<file path="src/rtl/muldiv_hilo.sv">
module muldiv_hilo #(
  parameter int W = 32
) (
  input  logic         clk,
  input  logic         rst_n,
  input  logic         start,
  input  logic [1:0]   op,
  input  logic [W-1:0] a,
  input  logic [W-1:0] b,
  output logic         busy,
  output logic         done,
  output logic [W-1:0] hi,
  output logic [W-1:0] lo
);
  localparam int CW = $clog2(W);
  localparam logic [CW-1:0] LAST = CW'(W - 1);

  logic           run, fin, is_div, neg_p, neg_r;
  logic [CW-1:0]  cnt;
  logic [W:0]     acc;
  logic [W-1:0]   qr, opnd, hi_q, lo_q;

  wire            take  = start && !run;
  wire            a_neg = !op[0] && a[W-1];
  wire            b_neg = !op[0] && b[W-1];
  wire [W-1:0]    a_mag = a_neg ? -a : a;
  wire [W-1:0]    b_mag = b_neg ? -b : b;

  logic [W:0]     add_x, add_y, nx_acc;
  logic [W+1:0]   sum;
  logic [W-1:0]   nx_qr;

  always_comb begin
    if (is_div) begin
      add_x = {acc[W-1:0], qr[W-1]};
      add_y = ~{1'b0, opnd};
    end else begin
      add_x = {1'b0, acc[W-1:0]};
      add_y = qr[0] ? {1'b0, opnd} : '0;
    end
    sum = {1'b0, add_x} + {is_div, add_y} + {{(W+1){1'b0}}, is_div};
    if (is_div) begin
      nx_acc = sum[W+1] ? add_x : sum[W:0];
      nx_qr  = {qr[W-2:0], ~sum[W+1]};
    end else begin
      nx_acc = {1'b0, sum[W:1]};
      nx_qr  = {sum[0], qr[W-1:1]};
    end
  end

  wire [2*W-1:0] prod     = {nx_acc[W-1:0], nx_qr};
  wire [2*W-1:0] prod_fix = neg_p ? -prod : prod;
  wire [W-1:0]   quo_fix  = neg_p ? -nx_qr : nx_qr;
  wire [W-1:0]   rem_fix  = neg_r ? -nx_acc[W-1:0] : nx_acc[W-1:0];

  always_ff @(posedge clk) begin
    if (!rst_n) begin
      run <= 1'b0; fin <= 1'b0; cnt <= '0; is_div <= 1'b0;
      neg_p <= 1'b0; neg_r <= 1'b0;
      acc <= '0; qr <= '0; opnd <= '0; hi_q <= '0; lo_q <= '0;
    end else begin
      fin <= 1'b0;
      if (run) begin
        acc <= nx_acc;
        qr  <= nx_qr;
        cnt <= cnt + 1'b1;
        if (cnt == LAST) begin
          run <= 1'b0;
          fin <= 1'b1;
          if (is_div) begin
            hi_q <= rem_fix;
            lo_q <= quo_fix;
          end else begin
            hi_q <= prod_fix[2*W-1:W];
            lo_q <= prod_fix[W-1:0];
          end
        end
      end else if (take) begin
        run    <= 1'b1;
        cnt    <= '0;
        is_div <= op[1];
        acc    <= '0;
        qr     <= op[1] ? a_mag : b_mag;
        opnd   <= op[1] ? b_mag : a_mag;
        neg_p  <= (a_neg ^ b_neg) && !(op[1] && b == '0);
        neg_r  <= op[1] && a_neg;
      end
    end
  end

  assign busy = run;
  assign done = fin;
  assign hi   = hi_q;
  assign lo   = lo_q;

  logic [CW+1:0] span;
  always_ff @(posedge clk) begin
    if (!rst_n)    span <= '0;
    else if (take) span <= '0;
    else if (run)  span <= span + 1'b1;
  end


  done_single_pulse: assert property (@(posedge clk) disable iff (!rst_n)
    done |=> !done);

  done_after_w_edges: assert property (@(posedge clk) disable iff (!rst_n)
    done |-> span == (CW+2)'(W));

  busy_end_gives_done: assert property (@(posedge clk) disable iff (!rst_n)
    $fell(busy) |-> done);

  idle_start_sets_busy: assert property (@(posedge clk) disable iff (!rst_n)
    (start && !busy) |=> busy);

  busy_start_no_restart: assert property (@(posedge clk) disable iff (!rst_n)
    (start && busy && span != (CW+2)'(W - 1)) |=> busy && !done);

  result_hold: assert property (@(posedge clk) disable iff (!rst_n)
    !done |-> $stable(hi) && $stable(lo));
endmodule

</file>
<file path="config.mk">
export PLATFORM = sky130hd
export DESIGN_NAME = muldiv_hilo
export DESIGN_NICKNAME = d
export VERILOG_FILES = /design/src/rtl/muldiv_hilo.sv
export SDC_FILE = /design/constraint.sdc
export NUM_CORES = 1
export LEC_CHECK = 0
export ABC_AREA = 1
export BUFFER_PORTS_ARGS = -buffer_cell sky130_fd_sc_hd__buf_2
export CAP_MARGIN = 10
export CORE_MARGIN = 2
export CORE_UTILIZATION = 45
export CTS_BUF_LIST = sky130_fd_sc_hd__clkbuf_8 sky130_fd_sc_hd__clkbuf_16
export DETAILED_ROUTE_END_ITERATION = 8
export SYNTH_ARGS = -nofsm -noshare
export SYNTH_HDL_FRONTEND = slang
export SYNTH_SLANG_ARGS = --single-unit
export TNS_END_PERCENT = 50
</file>
<file path="constraint.sdc">
create_clock -name clk -period 5.7 [get_ports clk]
set_clock_uncertainty 0.1 [all_clocks]
set_input_delay 0.57 -clock clk [delete_from_list [all_inputs] [get_ports clk]]
set_output_delay 0.57 -clock clk [all_outputs]
set_load 0.02 [all_outputs]
</file>
==> flow_metrics.py <==
metrics = {
    "run_status": {
        "status": "complete, no violations",
    },
    "yosys": {
        "synth_compound_area_frac": 0.164,
        "syn_area_sq_um": 15100,
        "ys_types": 62,
        "seq_area_frac_synth": 0.225,
        "syn_area_per_cell_sq_um": 5.88,
        "async_flop_share": 0,
        "synth-xor-area-share": 0.0590,
        "ys_seq_elements": 170,
        "yosys.area_share.simple": 0.393,
        "synth_nets": 2685,
        "ys.flop_type": "dfxtp_1",
        "synth_warnings": 0,
        "synth-adder-area-share": 0.0340,
        "synth_edf_count": 0,
        "synthCells": 2576,
        "synth_mux_area_frac": 0,
        "synth_top_family_by_area": "simple AND/OR/NAND/NOR gates",
    },
    "routing": {
        "drtAntennaViolNets": 0,
        "viasPerCell": 5.42,
        "wl_per_cell_um": 18.6,
        "drt_first_pass_iters": 5,
        "routed_wirelength_um": 58000,
        "vias": 16900,
        "drcViolationCount": 0,
        "first_iter_violations": 1282,
    },
    "hold_path": {
        "hold_class": "input port to flop",
        "hp-start": "a[0]",
        "holdPathStages": 3,
        "worstHoldEndpoint": "opnd[0]$_SDFFE_PN0P_",
    },
    "setup_path": {
        "path_max_fanout": 50,
        "worstSetupPathType": "flop to flop",
        "arrival_ns": 5.34,
        "crit_path_max_incr_delay_ns": 0.55,
        "r2r_slack_ns": 0.59,
        "cpMostUsedCell": "nand2_1",
        "cp-end-kind": "flop",
        "ff2ff_path_depth": 30,
        "r2r_end": "hi[24]$_SDFFE_PN0P_",
        "start_kind": "flop",
        "cp_slowest_cell": "dfxtp_4",
        "critPathRequiredTime_ns": 5.94,
        "reg2reg_from": "is_div$_SDFFE_PN0P_",
    },
    "power": {
        "p_total_w": 0.00383,
        "leakagePower_nw": 8.37,
        "p_per_area_nw_per_um2": 229,
        "max-vdd-ir-drop_v": 0.000233,
    },
    "timing": {
        "hold_viol": 0,
        "max_freq_ghz": 0.196,
        "min_period_over_period": 0.896,
        "maxSlewHeadroom": 0.364,
        "tns_ns": 0,
        "drv_slew": 0,
        "worstMarginPinSlew_ns": 0.951,
        "min_period_ns": 5.11,
        "grt_setup_unrepaired": "no",
        "finalSetupViolCount": 0,
    },
    "final_layout": {
        "num_antenna_cells": 0,
        "final_cell_mix": "nand2_1, inv_1, nor2_1, o21ai_0, dfxtp_1",
        "area_delta_synth_final_pct": 10.3,
        "fin_nets": 2760,
        "drive_above_1_share": 0.118,
        "layout_commonest_cell": "nand2_1",
    },
    "placed_design": {
        "place_congestion": 0.969,
        "io_buffer_count": 134,
        "dp_hpwl_um": 46300,
    },
    "clock_network": {
        "cts_setup_buffers": 0,
        "cts_tree": "done",
        "cts_inserted_buffers": 17,
        "ctsHoldBuffers": 0,
        "root_buffer": "clkbuf_16",
        "cts_resized": 0,
        "clkTransAtPathRegs_ns": 0.08,
        "clock_path_buffers": 2,
        "clock-sinks": 170,
        "htreeDepth": 4,
        "clock_latency_ns": 0.45,
    },
    "floorplanning": {
        "die_w_um": 187,
        "coreArea_sq_um": 33400,
        "start_util": 0.454,
        "rows": 67,
        "dieArea_sq_um": 35100,
        "die_h_um": 187,
        "io_pins": 135,
    },
    "global_routing": {
        "grt_overflow_total": 0,
        "antenna_found_initial": 0,
        "grt_pass1_vias": 16000,
        "grt_pass1_wl_um": 89500,
        "grt_max_degree": 66,
        "grt.total_usage": 0.328,
    },
    "job": {
        "max_cap_viol_count": 0,
    },
}
-- registers in the layout (all words and copies together) (netlist names), 5 cells and up --
signal and count:
acc 32, lo 32, opnd 32, hi 32, cnt 5, qr 32
-- metrics by stage --
stage	hold slack (ns)	util	std cells	worst slack, ns	instance area, sq um
3_5_place_dp	0.335	0.483	3080	0.622	16100
5_1_grt	0.336	0.501	3112	0.0961	16700
4_1_cts	0.318	0.500	3112	0.610	16700
3_3_place_gp	0.334	0.483	3080	0.691	16100
6_report	0.338	0.501	3112	0.593	16700
2_1_floorplan	0.328	-	2576	0.646	15100
-- cell usage after synthesis (25+ instances only) --
cell type  count  share of area
a21oi_1       99          0.033
a22oi_1       44          0.022
clkbuf_1      68          0.017
dfxtp_1      170           0.22
ha_1          38          0.031
inv_1        346          0.086
nand2_1      784           0.19
nand3_1      164          0.054
nand4_1       54          0.022
nor2_1       226          0.056
nor3_1        27         0.0089
o21ai_0      182          0.060
o21ai_1       25         0.0083
xnor2_1       38          0.022
xor2_1        64          0.037
-- kinds of logic after synthesis --
| kind of cell | after synthesis |
|---|---|
| AOI/OAI and AO/OA | 427 |
| xor gates and xnor gates | 102 |
| adders and majority gates | 40 |
| buffers and inverters | 477 |
| DFF | 170 |
| and+or+nand+nor | 1360 |
-- where the power goes --
group	total, W	internal (W)	switching, W	leakage (nW)
registers	0.00130	0.00124	0.0000576	1.38
clock network	0.00119	0.000621	0.000572	0.290
logic	0.00134	0.000398	0.000945	6.70
-- critical path, delay by kind of cell, from the launching register on --
family / cells / cell delay, ns
simple gates: 23 / 3.10
fa+ha+maj: 2 / 0.56
flops: 1 / 0.55
buf+inv: 4 / 0.51
compound gates: 1 / 0.13
-- how the worst max path moves through the flow --
stage                              from             endpoint  slack, ns  cells after the start
detailed placement  is_div$_SDFFE_PN0P_  hi[20]$_SDFFE_PN0P_       0.62                     32
floorplan           is_div$_SDFFE_PN0P_  hi[20]$_SDFFE_PN0P_       0.65                     36
global placement    is_div$_SDFFE_PN0P_  hi[25]$_SDFFE_PN0P_       0.69                     25
finish              is_div$_SDFFE_PN0P_  hi[24]$_SDFFE_PN0P_       0.59                     30
CTS                 is_div$_SDFFE_PN0P_  hi[20]$_SDFFE_PN0P_       0.61                     32
global route        is_div$_SDFFE_PN0P_  hi[20]$_SDFFE_PN0P_        0.1                     32
-- final cells by class --
cell class	instances	area, sq um
flip-flops and latches	170	3410
fillers	3727	16700
repair buffers	165	903
clock buffers	17	425
inverters	368	1390
clock inverters	15	155
well taps	448	561
multi-input cells	1929	9860
-- metal layers --
metal	wire length, um	share of wire	GRT usage
met5	0	0	0
met3	2310	0.040	0.0325
met2	28100	0.49	0.574
met4	3220	0.055	0.177
met1	24300	0.42	0.396
Power figures use the tool's default switching activity.
